[config.mk]
export PLATFORM = sky130hd
export DESIGN_NAME = bcd_updown_counter
export DESIGN_NICKNAME = d
export VERILOG_FILES = /design/src/rtl/bcd_ctr_pkg.sv /design/src/rtl/ctr_op_decode.sv /design/src/rtl/ctr_next_digit.sv /design/src/rtl/ctr_term_decode.sv /design/src/rtl/bcd_updown_counter.sv
export SDC_FILE = /design/constraint.sdc
export NUM_CORES = 1
export LEC_CHECK = 0
export BUFFER_PORTS_ARGS = -buffer_cell sky130_fd_sc_hd__buf_2
export CORE_AREA = 2 2 39 41
export CTS_CLUSTER_SIZE = 24
export DETAILED_ROUTE_END_ITERATION = 8
export DIE_AREA = 0 0 41 43
export GPL_TIMING_DRIVEN = 0
export PLACE_DENSITY = 0.55
export SETUP_SLACK_MARGIN = 0.2
export SYNTH_ARGS = -nofsm -noshare
export SYNTH_HDL_FRONTEND = slang
export SYNTH_SLANG_ARGS = --single-unit
[constraint.sdc]
create_clock -name clk -period 2.1 [get_ports clk]
set_input_delay 0 -clock clk [delete_from_list [all_inputs] [get_ports clk]]
set_output_delay 0 -clock clk [all_outputs]
set_load 0.03 [all_outputs]
[src/rtl/bcd_ctr_pkg.sv]
package bcd_ctr_pkg;
    typedef enum logic [1:0] {
        OP_HOLD = 2'd0,
        OP_LOAD = 2'd1,
        OP_UP   = 2'd2,
        OP_DOWN = 2'd3
    } ctr_op_e;
endpackage

[src/rtl/ctr_op_decode.sv]
module ctr_op_decode
    import bcd_ctr_pkg::*;
(
    input  logic    load_n,
    input  logic    cnt_en_n,
    input  logic    dir_down,
    output ctr_op_e op
);
    always_comb begin
        unique case ({load_n, cnt_en_n})
            2'b00, 2'b01: op = OP_LOAD;
            2'b11:        op = OP_HOLD;
            default:      op = dir_down ? OP_DOWN : OP_UP;
        endcase
    end
endmodule

[src/rtl/ctr_next_digit.sv]
module ctr_next_digit
    import bcd_ctr_pkg::*;
#(
    parameter int DIGIT_W = 4,
    parameter int MODULUS = 10
) (
    input  ctr_op_e              op,
    input  logic [DIGIT_W-1:0]   cur,
    input  logic [DIGIT_W-1:0]   din,
    output logic [DIGIT_W-1:0]   nxt
);
    localparam logic [DIGIT_W-1:0] LAST_V = DIGIT_W'(MODULUS - 1);
    localparam logic [DIGIT_W-1:0] ONE_V  = DIGIT_W'(1);

    always_comb begin
        unique case (op)
            OP_LOAD: nxt = din;
            OP_UP:   nxt = (cur >= LAST_V) ? '0 : cur + ONE_V;
            OP_DOWN: nxt = (cur == '0 || cur > LAST_V) ? LAST_V : cur - ONE_V;
            default: nxt = cur;
        endcase
    end
endmodule

[src/rtl/ctr_term_decode.sv]
module ctr_term_decode #(
    parameter int DIGIT_W = 4,
    parameter int MODULUS = 10
) (
    input  logic               clk,
    input  logic [DIGIT_W-1:0] cur,
    input  logic               dir_down,
    input  logic               cnt_en_n,
    output logic               term_flag,
    output logic               ripple_n
);
    localparam logic [DIGIT_W-1:0] LAST_V = DIGIT_W'(MODULUS - 1);

    always_comb begin
        term_flag = dir_down ? (cur == '0) : (cur == LAST_V);
        ripple_n  = ~(~cnt_en_n & term_flag & ~clk);
    end
endmodule

[src/rtl/bcd_updown_counter.sv]
module bcd_updown_counter
    import bcd_ctr_pkg::*;
#(
    parameter int DIGIT_W = 4,
    parameter int MODULUS = 10
) (
    input  logic               clk,
    input  logic               rst_n,
    input  logic               load_n,
    input  logic               cnt_en_n,
    input  logic               dir_down,
    input  logic [DIGIT_W-1:0] din,
    output logic [DIGIT_W-1:0] q,
    output logic               term_flag,
    output logic               ripple_n
);
    localparam logic [DIGIT_W-1:0] LAST_V = DIGIT_W'(MODULUS - 1);

    ctr_op_e            op;
    logic [DIGIT_W-1:0] q_nxt;

    ctr_op_decode u_dec (
        .load_n   (load_n),
        .cnt_en_n (cnt_en_n),
        .dir_down (dir_down),
        .op       (op)
    );

    ctr_next_digit #(.DIGIT_W(DIGIT_W), .MODULUS(MODULUS)) u_nxt (
        .op  (op),
        .cur (q),
        .din (din),
        .nxt (q_nxt)
    );

    ctr_term_decode #(.DIGIT_W(DIGIT_W), .MODULUS(MODULUS)) u_term (
        .clk       (clk),
        .cur       (q),
        .dir_down  (dir_down),
        .cnt_en_n  (cnt_en_n),
        .term_flag (term_flag),
        .ripple_n  (ripple_n)
    );

    // state register
    always_ff @(posedge clk or negedge rst_n) begin
        if (!rst_n) q <= '0;
        else        q <= q_nxt;
    end


    load_wins_chk: assert property (@(posedge clk) disable iff (!rst_n)
        !load_n |=> (q == $past(din)));


    hold_stable_chk: assert property (@(posedge clk) disable iff (!rst_n)
        (load_n && cnt_en_n) |=> $stable(q));


    up_wrap_chk: assert property (@(posedge clk) disable iff (!rst_n)
        (load_n && !cnt_en_n && !dir_down && q == LAST_V) |=> (q == '0));


    down_wrap_chk: assert property (@(posedge clk) disable iff (!rst_n)
        (load_n && !cnt_en_n && dir_down && q == '0) |=> (q == LAST_V));


    step_in_range_chk: assert property (@(posedge clk) disable iff (!rst_n)
        (load_n && !cnt_en_n) |=> (q <= LAST_V));


    ripple_idle_chk: assert property (@(posedge clk) disable iff (!rst_n)
        !term_flag |-> ripple_n);
endmodule

**Word-level counts from Yosys, hierarchy flattened**

Cells that the tools add are included.

- Word-level logic and storage cells: 27
- Register bits: 4

- Add/sub/neg operators: 2
- Eq/ne operators: 6
- Bitwise operators: 5
- Reduce and logical (&&, ||, !) cells: 5
- Magnitude comparators: 2
- Mux-type cells: 6

Operators with widths:

| cell | number |
|---|---|
| $pmux 4 s3 | 1 |
| $mux 4 | 2 |
| $eq 2x2->1 const B | 3 |
| $add 4x1->4 const B | 1 |
| $eq 2x1->1 const B | 2 |
| $eq 4x4->1 const B | 1 |
| $ge 4x4->1 const B | 1 |
| $gt 4x4->1 const B | 1 |
| $logic_not 4->1 | 1 |
| $pmux 2 s2 | 1 |
| $sub 4x1->4 const B | 1 |
| $not 1->1 | 3 |
| $reduce_bool 3->1 | 1 |
| $and 1x1->1 | 2 |
| $logic_not 2->1 | 1 |
| $mux 1 | 2 |
| $reduce_or 2->1 | 1 |
| $logic_or 1x1->1 | 1 |

**Depth between registers and ports, before layout**

Gate-level depths: netlist (run 1).

- Word-level depth: 5
- Gate-level depth with buffers: 5
- Gate-level depth less buffers: 5

**Cells and area by module**

From an unflattened synthesis (run 1), not the netlist that was laid out.

- Cells, all modules: 60
- Area, all modules: 500.5 um^2

Modules (own cells, without submodules):

| module | area each (um^2) | times used | seq. area each (um^2) | cells each |
|---|---|---|---|---|
| ctr_next_digit | 346.6 | 1 | 0.0 | 48 |
| bcd_updown_counter | 100.1 | 1 | 100.1 | 4 |
| ctr_term_decode | 38.8 | 1 | 0.0 | 5 |
| ctr_op_decode | 15.0 | 1 | 0.0 | 3 |

==> results of run 1 <==
[critical path: stages, from the launching register on]
cell	delay (ns)
dfrtp_1	0.48
inv_1	0.13
ha_2	0.26
nand3b_1	0.11
a21oi_2	0.16
nand2_1	0.05
buf_2	0.17
[cells by family (layout without fill, tap and decap cells)]
| family | Yosys count | count (layout) | share of synthesized area (%) |
|---|---|---|---|
| and+or+nand+nor | 27 | 27 | 36.2 |
| AOI/OAI and AO/OA | 20 | 20 | 29.0 |
| buffers and inverters | 6 | 30 | 5.36 |
| DFF | 4 | 4 | 21.4 |
| adders and majority gates | 3 | 3 | 8.04 |
[per-stage QoR]
| stage | instance area [µm²] | hold WS (ns) | setup slack [ns] | utilization [%] |
|---|---|---|---|---|
| after global routing | 653 | 0.0433 | 0.240 | 47.2 |
| after detailed placement | 556 | -0.193 | 0.477 | 40.1 |
| final | 653 | 0.0245 | 0.389 | 47.2 |
| after floorplan | 470 | -0.296 | 0.430 | - |
| after global placement | 556 | -0.195 | 0.473 | 40.1 |
| after CTS | 651 | 0.0117 | 0.323 | 47.0 |
[layer usage]
layer / wire length, µm / part of all wire, %
met1: 552 / 40
met3: 89 / 6.5
met4: 39 / 2.8
met2: 688 / 50
met5: 0 / 0
[worst min path at each step]
stage,to,cells past startpoint,startpoint
finish,q[2],3,load_n
global route,q[2],3,load_n
CTS,q[2],3,load_n
detailed placement,q[1],1,rst_n
global placement,q[1],1,rst_n
floorplan,q[0],0,rst_n
[repair_timing]
| item | 4_1_cts | 5_1_grt |
|---|---|---|
| setup endpoints to repair | 0 | 2 |
| endpoints found under the hold margin | 7 | 0 |
| hold buffers | 5 | 0 |
| resized for setup | 0 | 1 |
[area by class of cell]
cell class	count	area share, %
buffer	3	2.11
inverter	3	1.72
timing repair buffer	17	16.9
tap	16	3.07
clock buffer	7	7.66
sequential	4	15.3
multi-input combinational	50	53.3
[power groups by stage]
stage / clock network, mW / logic [mW] / registers, mW
2_1_floorplan: 0.00755 / 0.0985 / 0.120
3_3_place_gp: 0.00861 / 0.162 / 0.106
3_5_place_dp: 0.00861 / 0.162 / 0.106
4_1_cts: 0.193 / 0.169 / 0.105
5_1_grt: 0.202 / 0.188 / 0.107
6_report: 0.184 / 0.172 / 0.105
[cells in the final DEF, fill, tap and decap left out, drive strengths merged, types with 2 or more instances in the layout]
| cell type | synthesis | routed |
|---|---|---|
| o31ai | 2 | 2 |
| buf | 2 | 15 |
| inv | 3 | 3 |
| nor2 | 2 | 2 |
| a21oi | 7 | 7 |
| and3 | 2 | 2 |
| nor2b | 4 | 4 |
| clkbuf | 1 | 7 |
| nand2b | 4 | 4 |
| dlygate4sd3 | 0 | 5 |
| nand2 | 5 | 5 |
| ha | 3 | 3 |
| nand3b | 3 | 3 |
| dfrtp | 4 | 4 |
| o21bai | 2 | 2 |
==> flow_metrics.env, run 1 <==
export IMPL_status="complete, no violations"
export IMPL_die_h_um=43
export IMPL_hpwl_um=934
export IMPL_met3_usage_pct=9.95
export IMPL_hold_path_class="in -> reg"
export IMPL_ys_warn_count=0
export IMPL_reg2regPathDepth=5
export IMPL_clock_latency_ns=0.34
export IMPL_busiest_layer="met2"
export IMPL_slew_violations=0
export IMPL_synthToLayoutAreaGrowth_pct=39.9
export IMPL_drtIter0Drc=29
export IMPL_cts_tree="built"
export IMPL_period_minus_slack_ns=1.71
export IMPL_die_w_um=41
export IMPL_routed_via_density=5.80
export IMPL_comb_power_share_pct=37.3
export IMPL_grt_setup_unrepaired="false"
export IMPL_met2_usage_pct=26.6
export IMPL_rrSetupSlack_ns=0.51
export IMPL_clkPwrFrac_pct=39.9
export IMPL_internal_power_mw=0.291
export IMPL_first_global_vias=552
export IMPL_clock_skew_final_ns=0.00422
export IMPL_core_area_um2=1380
export IMPL_critPathKind="reg -> out"
export IMPL_critPathLaunch="q[0]"
export IMPL_hold_violations=0
export IMPL_ff_latch_area_um2=100
export IMPL_power_density_nw_per_um2=707
export IMPL_fin_crit_sh_pct=81.5
export IMPL_cp_start_kind="flip-flop"
export IMPL_worst_slew_pin_slew_ns=0.400
export IMPL_vias=580
export IMPL_maxCapViolations=0
export IMPL_slew_headroom_pct=73.4
export IMPL_regToRegEndpoint="q[0]"
export IMPL_largest_register_ffs=4
export IMPL_synth_largest_area_cell="dfrtp_1"
export IMPL_leakage_nw=0.287
export IMPL_syn_area_per_cell_um2=7.78
export IMPL_cp_arrival_ns=1.71
export IMPL_syn_nets=72
export IMPL_r2r_start="q[0]"
export IMPL_num_antenna_cells=0
export IMPL_required_ns=2.10
export IMPL_antenna_found_initial=0
export IMPL_avgRoutedWirePerCell_um=13.7
export IMPL_cp_end_kind="output pin"
export IMPL_p_sw_share_pct=37.0
export IMPL_regMostFlops="q"
export IMPL_start_util_pct=33.7
export IMPL_vdd_drop_max_mv=0.361
export IMPL_ant_nets=0
export IMPL_grtUsageTotal_pct=20.3
export IMPL_power_mw=0.462
export IMPL_firstDrtPassIters=4
export IMPL_fmax_mhz=584
export IMPL_met1_usage_pct=24.1
export IMPL_synthDistinctLibCells=30
export IMPL_drc=0
export IMPL_synth_main_ff_cell="dfrtp_1"
export IMPL_drive_above_1_share_pct=28.6
export IMPL_io_pins=15
export IMPL_synth_area_leaders="dfrtp_1, ha_1, a21oi_1"
export IMPL_ys_ff_latch=4
export IMPL_fillers=159
export IMPL_power_frac_seq_pct=22.8
export IMPL_synth_top_area_share_pct=21.4
export IMPL_crit_path_end="ripple_n"
export IMPL_dp_cells=89
export IMPL_setup_tns_ns=0
export IMPL_synth_seq_area_share_pct=21.4
export IMPL_netlist_instances=60
export IMPL_synth_edf_count=0
export IMPL_post_cts_buffers=0
export IMPL_setup_violations=0
export IMPL_path_max_fanout=9
export IMPL_place_congestion=0.826
export IMPL_fp_row_count=14
export IMPL_yosysMostFrequentCell="a21oi_1"
export IMPL_die_area_um2=1760
export IMPL_multi_input_area_um2=348
export IMPL_clk_pin_slew_ns=0.04
export IMPL_grt_pass1_wl_um=2280
export IMPL_grt_overflow_total=0
export IMPL_synth_area_um2=467
export IMPL_layout_cells_non_filler=100
export IMPL_synth_async_reset_ratio_pct=100
export IMPL_io_buffers=13
export IMPL_p_sw_mw=0.171
export IMPL_routed_wl_um=1370
export IMPL_grt_max_degree=11
export IMPL_synth_common_cells="a21oi_1, nand2_1, dfrtp_1, nand2b_1, nor2b_1"
export IMPL_final_nets=98
export IMPL_reg_top3="q: 4 flops"
No activity file was read; power rests on OpenSTA's default activity.
==> inputs of run 2 (changes only) <==
- ABC_AREA: default -> 1
- clock period: 2.1 -> 1.4 ns (I/O delays scaled with it)
==> flow_metrics.env, run 2 <==
export IMPL_synth_common_cells="nand2_1, inv_1, nand3_1, nor2_1, o21ai_0"
export IMPL_synth_async_reset_ratio_pct=100
export IMPL_io_pins=15
export IMPL_clk_pin_slew_ns=0.04
export IMPL_fin_crit_sh_pct=108
export IMPL_fillers=116
export IMPL_status="finished, violations left"
export IMPL_core_area_um2=1380
export IMPL_grt_overflow_total=0
export IMPL_regMostFlops="q"
export IMPL_setup_violations=6
export IMPL_power_density_nw_per_um2=1050
export IMPL_synth_top_area_share_pct=22.5
export IMPL_slowest_stage="dfrtp_2"
export IMPL_synth_edf_count=0
export IMPL_cp_start_kind="flip-flop"
export IMPL_cp_end_kind="output pin"
export IMPL_cts_tree="built"
export IMPL_max_stage_delay_ns=0.43
export IMPL_ant_nets=0
export IMPL_layout_commonest_cell="nand2_1"
export IMPL_synthDistinctLibCells=17
export IMPL_vdd_drop_max_mv=0.564
export IMPL_leakage_nw=0.419
export IMPL_hold_path_class="in -> reg"
export IMPL_antenna_found_initial=0
export IMPL_syn_nets=80
export IMPL_slew_violations=0
export IMPL_place_ws_ns=0.101
export IMPL_start_util_pct=32.1
export IMPL_min_path_cells=5
export IMPL_final_nets=119
export IMPL_hold_violations=0
export IMPL_multi_input_area_um2=395
export IMPL_rrSetupSlack_ns=-0.05
export IMPL_die_area_um2=1760
export IMPL_cp_arrival_ns=1.51
export IMPL_drive_above_1_share_pct=51.4
export IMPL_period_minus_slack_ns=1.51
export IMPL_clock_skew_final_ns=0.000132
export IMPL_synth_area_um2=444
export IMPL_path_max_fanout=4
export IMPL_dpl_cell_area_um2=604
export IMPL_grt_pass1_wl_um=2320
export IMPL_grt_max_degree=9
export IMPL_avgRoutedWirePerCell_um=12.0
export IMPL_die_w_um=41
export IMPL_reg2regPathDepth=9
export IMPL_place_congestion=0.722
export IMPL_violations="negative setup slack"
export IMPL_worst_slew_pin_slew_ns=0.222
export IMPL_die_h_um=43
export IMPL_maxCapViolations=0
export IMPL_path_cells="buf_12 > ha_4 > nand3_4 > mux2i_4 > buf_4"
export IMPL_reg_top3="q: 4 flops"
export IMPL_mostFrequentLayoutCells="nand2_1, buf_2, buf_4"
export IMPL_synth_largest_area_cell="dfrtp_1"
export IMPL_firstDrtPassIters=4
export IMPL_synth_area_leaders="dfrtp_1, nand2_1, ha_1"
export IMPL_slew_headroom_pct=85.2
export IMPL_routed_via_density=4.87
export IMPL_drc=0
export IMPL_largest_register_ffs=4
export IMPL_synth_main_ff_cell="dfrtp_1"
export IMPL_power_mw=0.887
export IMPL_hold_ws_ns=0.0736
export IMPL_stdcell_area_um2=847
export IMPL_ys_ff_latch=4
export IMPL_ff_latch_area_um2=104
export IMPL_critPathKind="reg -> out"
export IMPL_grt_setup_unrepaired="true"
export IMPL_syn_area_per_cell_um2=6.53
export IMPL_fmax_mhz=664
export IMPL_fin_ws_ns=-0.107
export IMPL_required_ns=1.40
export IMPL_ys_warn_count=0
export IMPL_routed_wl_um=1450
export IMPL_yosysMostFrequentCell="nand2_1"
export IMPL_synthToLayoutAreaGrowth_pct=90.7
export IMPL_num_antenna_cells=0
export IMPL_hpwl_um=818
export IMPL_drtIter0Drc=18
export IMPL_fp_row_count=14
export IMPL_netlist_instances=68
export IMPL_clock_latency_ns=0.35
export IMPL_vias=589
export IMPL_grtUsageTotal_pct=20.3
export IMPL_synth_seq_area_share_pct=22.5
export IMPL_first_global_vias=579
export IMPL_io_buffers=14
-- run 2: changes by cell type in the layout (fill, tap and decap cells not counted), sizes merged, moves of 4 or more --
cell,change
nand2,+20
buf,+10
nand3,+8
a21oi,-7
inv,+6
nand2b,-4
nor2,+4
nor2b,-4
o21ai,+4
-- run 2: cell families after synthesis --
group                    count (synthesis)  share of synthesized area (%)
flip-flops                               4                           22.5
AO/OA/AOI/OAI                            5                           5.63
XOR/XNOR                                 1                           1.97
multiplexers                             1                           2.25
adder cells (fa/ha/maj)                  3                           8.45
AND/OR/NAND/NOR                         45                           51.5
buffers and inverters                    9                           7.61
-- run 2: repair_timing --
item                                   CTS  global route
buffers inserted                         9             2
pin swaps                                3             0
resized for setup                        9             4
endpoints found under the hold margin    8             0
setup endpoints to repair                7             8
hold buffers                             6             0
-- run 2: final timing paths --
check | start | to
worst max-delay path | q[0] | term_flag
min in group asynchronous | rst_n | q[2]
worst min register to register | q[2] | q[2]
worst min-delay path | dir_down | q[3]
worst max register to register | q[0] | q[1]
max in group asynchronous | rst_n | q[0]
-- run 2: report_power, final --
part	internal [mW]	switching [mW]
logic	0.182	0.211
clock network	0.208	0.119
registers	0.134	0.0327
total	0.524	0.363
-- run 2: through the flow --
stage	setup TNS, ns	cells	utilization [%]
2_1_floorplan	0	68	-
3_3_place_gp	0	98	43.7
3_5_place_dp	0	98	43.7
4_1_cts	-0.184	119	59.0
5_1_grt	-0.538	121	61.2
6_report	-0.301	121	61.2
-- run 2: cell type report --
cell class / instances / share of cell area, %
Inverter: 9 / 4.58
Clock buffer: 7 / 6.65
Timing Repair Buffer: 30 / 27.5
Tap cell: 16 / 2.36
Sequential cell: 4 / 12.3
Multi-Input combinational cell: 55 / 46.7
-- run 2: critical path: cells and delay by family, from the launching register on --
| kind | cells | cell delay [ns] |
|---|---|---|
| adders and majority gates | 1 | 0.13 |
| and+or+nand+nor | 1 | 0.09 |
| DFF | 1 | 0.43 |
| buffers and inverters | 2 | 0.31 |
| muxes | 1 | 0.19 |
-- run 2: metal layers --
layer,up-vias,wire length (µm),global-route usage [%]
met5,-,0,0
met4,0,48,15.3
met3,9,63,7.33
met2,20,764,28.4
met1,266,573,23.9
li1,294,-,-
==> inputs of run 3 (changes only) <==
- PLACE_DENSITY: 0.55 -> 0.7
==> flow_metrics.env, run 3 (synthesized netlist as in run 2, its figures left out) <==
export IMPL_hpwl_um=878
export IMPL_reg2regPathDepth=9
export IMPL_period_minus_slack_ns=1.52
export IMPL_dpl_cell_area_um2=604
export IMPL_routed_via_density=5.03
export IMPL_maxCapViolations=0
export IMPL_ant_nets=0
export IMPL_drc=0
export IMPL_timing_critical_path_buf_inv=2
export IMPL_synthToLayoutAreaGrowth_pct=93.8
export IMPL_io_buffers=14
export IMPL_fin_crit_sh_pct=109
export IMPL_violations="negative setup slack"
export IMPL_slew_headroom_pct=82.2
export IMPL_dp_cells=98
export IMPL_grt_setup_unrepaired="true"
export IMPL_die_h_um=43
export IMPL_avgRoutedWirePerCell_um=13.4
export IMPL_routed_wl_um=1670
export IMPL_cts_tree="built"
export IMPL_io_pins=15
export IMPL_slowest_stage="dfrtp_2"
export IMPL_reg_top3="q: 4 flops"
export IMPL_status="finished, violations left"
export IMPL_cp_start_kind="flip-flop"
export IMPL_cp_depth=6
export IMPL_final_nets=122
export IMPL_first_global_vias=575
export IMPL_fin_ws_ns=-0.122
export IMPL_leakage_nw=0.430
export IMPL_vias=629
export IMPL_fp_row_count=14
export IMPL_drtIter0Drc=33
export IMPL_grt_max_degree=9
export IMPL_max_stage_delay_ns=0.43
export IMPL_fmax_mhz=657
export IMPL_required_ns=1.40
export IMPL_worst_slew_pin_slew_ns=0.265
export IMPL_fin_util_pct=62.2
export IMPL_place_congestion=0.772
export IMPL_path_cells="buf_12 > ha_4 > nand3_4 > mux2i_4 > nand2_4 > buf_6"
export IMPL_path_max_fanout=4
export IMPL_layout_commonest_cell="nand2_1"
export IMPL_grt_pass1_wl_um=2500
export IMPL_r2r_start="q[0]"
export IMPL_grt_overflow_total=0
export IMPL_regToRegEndpoint="q[3]"
export IMPL_hold_ws_ns=0.0512
export IMPL_cp_end_kind="output pin"
export IMPL_internal_power_mw=0.544
export IMPL_cp_arrival_ns=1.52
export IMPL_layout_cells_non_filler=125
export IMPL_hold_path_class="in -> reg"
export IMPL_num_antenna_cells=0
export IMPL_die_area_um2=1760
export IMPL_firstDrtPassIters=4
export IMPL_p_sw_mw=0.385
export IMPL_grtUsageTotal_pct=23.0
export IMPL_clk_pin_slew_ns=0.04
export IMPL_vdd_drop_max_mv=0.473
export IMPL_slew_violations=0
export IMPL_critPathLaunch="q[0]"
export IMPL_critPathKind="reg -> out"
export IMPL_die_w_um=41
export IMPL_cpLargestDelayFamily="flip-flops"
export IMPL_clkPwrFrac_pct=36.0
export IMPL_power_frac_seq_pct=18.0
export IMPL_clock_skew_final_ns=0.00274
export IMPL_drive_above_1_share_pct=50.5
export IMPL_core_area_um2=1380
export IMPL_clock_latency_ns=0.37
export IMPL_mostFrequentLayoutCells="nand2_1, buf_4, buf_2"
export IMPL_regMostFlops="q"
export IMPL_comb_power_share_pct=46.0
export IMPL_start_util_pct=32.1
export IMPL_antenna_found_initial=0
export IMPL_hold_violations=0
export IMPL_stdcell_area_um2=861
export IMPL_power_density_nw_per_um2=1080
export IMPL_rrSetupSlack_ns=-0.01
export IMPL_setup_violations=7
export IMPL_p_sw_share_pct=41.4
export IMPL_largest_register_ffs=4
export IMPL_crit_path_end="ripple_n"
run 3: what timing repair did:
action	in CTS	in global routing
endpoints found under the setup margin	7	9
hold buffers	6	0
buffers inserted	10	4
hold endpoints to repair	8	0
pin swaps	4	2
resized for setup	7	4
run 3: cell type report:
class                      count  area, µm²
clock buffer                   8       60.1
fill                         127        523
inverter                       9       41.3
multi-input combinational     55        380
sequential                     4        104
tap                           16       20.0
timing repair buffer          33        255
run 3: worst min-delay path by stage:
stage                      end      from  depth (start not counted)
after global placement    q[2]     rst_n                          1
after CTS                 q[3]  dir_down                          5
after global routing      q[2]  cnt_en_n                          4
after floorplan           q[0]     rst_n                          0
final                     q[1]  dir_down                          5
after detailed placement  q[2]     rst_n                          1
run 3: metal layers:
metal  up-vias  share of wire [%]  GRT usage (%)
met3         9                6.8           15.7
met2        34                 51           30.6
met1       283                 39           22.6
met5         -                  0              0
met4         0                2.9           20.7
li1        303                  -              -
run 3: power groups by stage:
| stage | Combinational (mW) | Clock (mW) | Sequential (mW) |
|---|---|---|---|
| floorplan | 0.191 | 0.0229 | 0.197 |
| global placement | 0.284 | 0.0247 | 0.169 |
| detailed placement | 0.287 | 0.0247 | 0.170 |
| CTS | 0.377 | 0.322 | 0.165 |
| global route | 0.460 | 0.359 | 0.169 |
| finish | 0.427 | 0.334 | 0.167 |
run 3: worst register-to-register path, delay by kind of cell, from the launching register on:
family	cells	cell delay, ns
fa+ha+maj	1	0.13
buf+inv	3	0.38
flops	1	0.43
simple gates	5	0.34
run 3: metrics by stage:
step           total power [mW]  setup TNS [ns]  setup slack (ns)
6_report                  0.929          -0.277            -0.122
5_1_grt                   0.988          -0.564            -0.181
4_1_cts                   0.865          -0.312            -0.108
3_5_place_dp              0.482               0             0.107
3_3_place_gp              0.477               0            0.0989
2_1_floorplan             0.411               0            0.0625
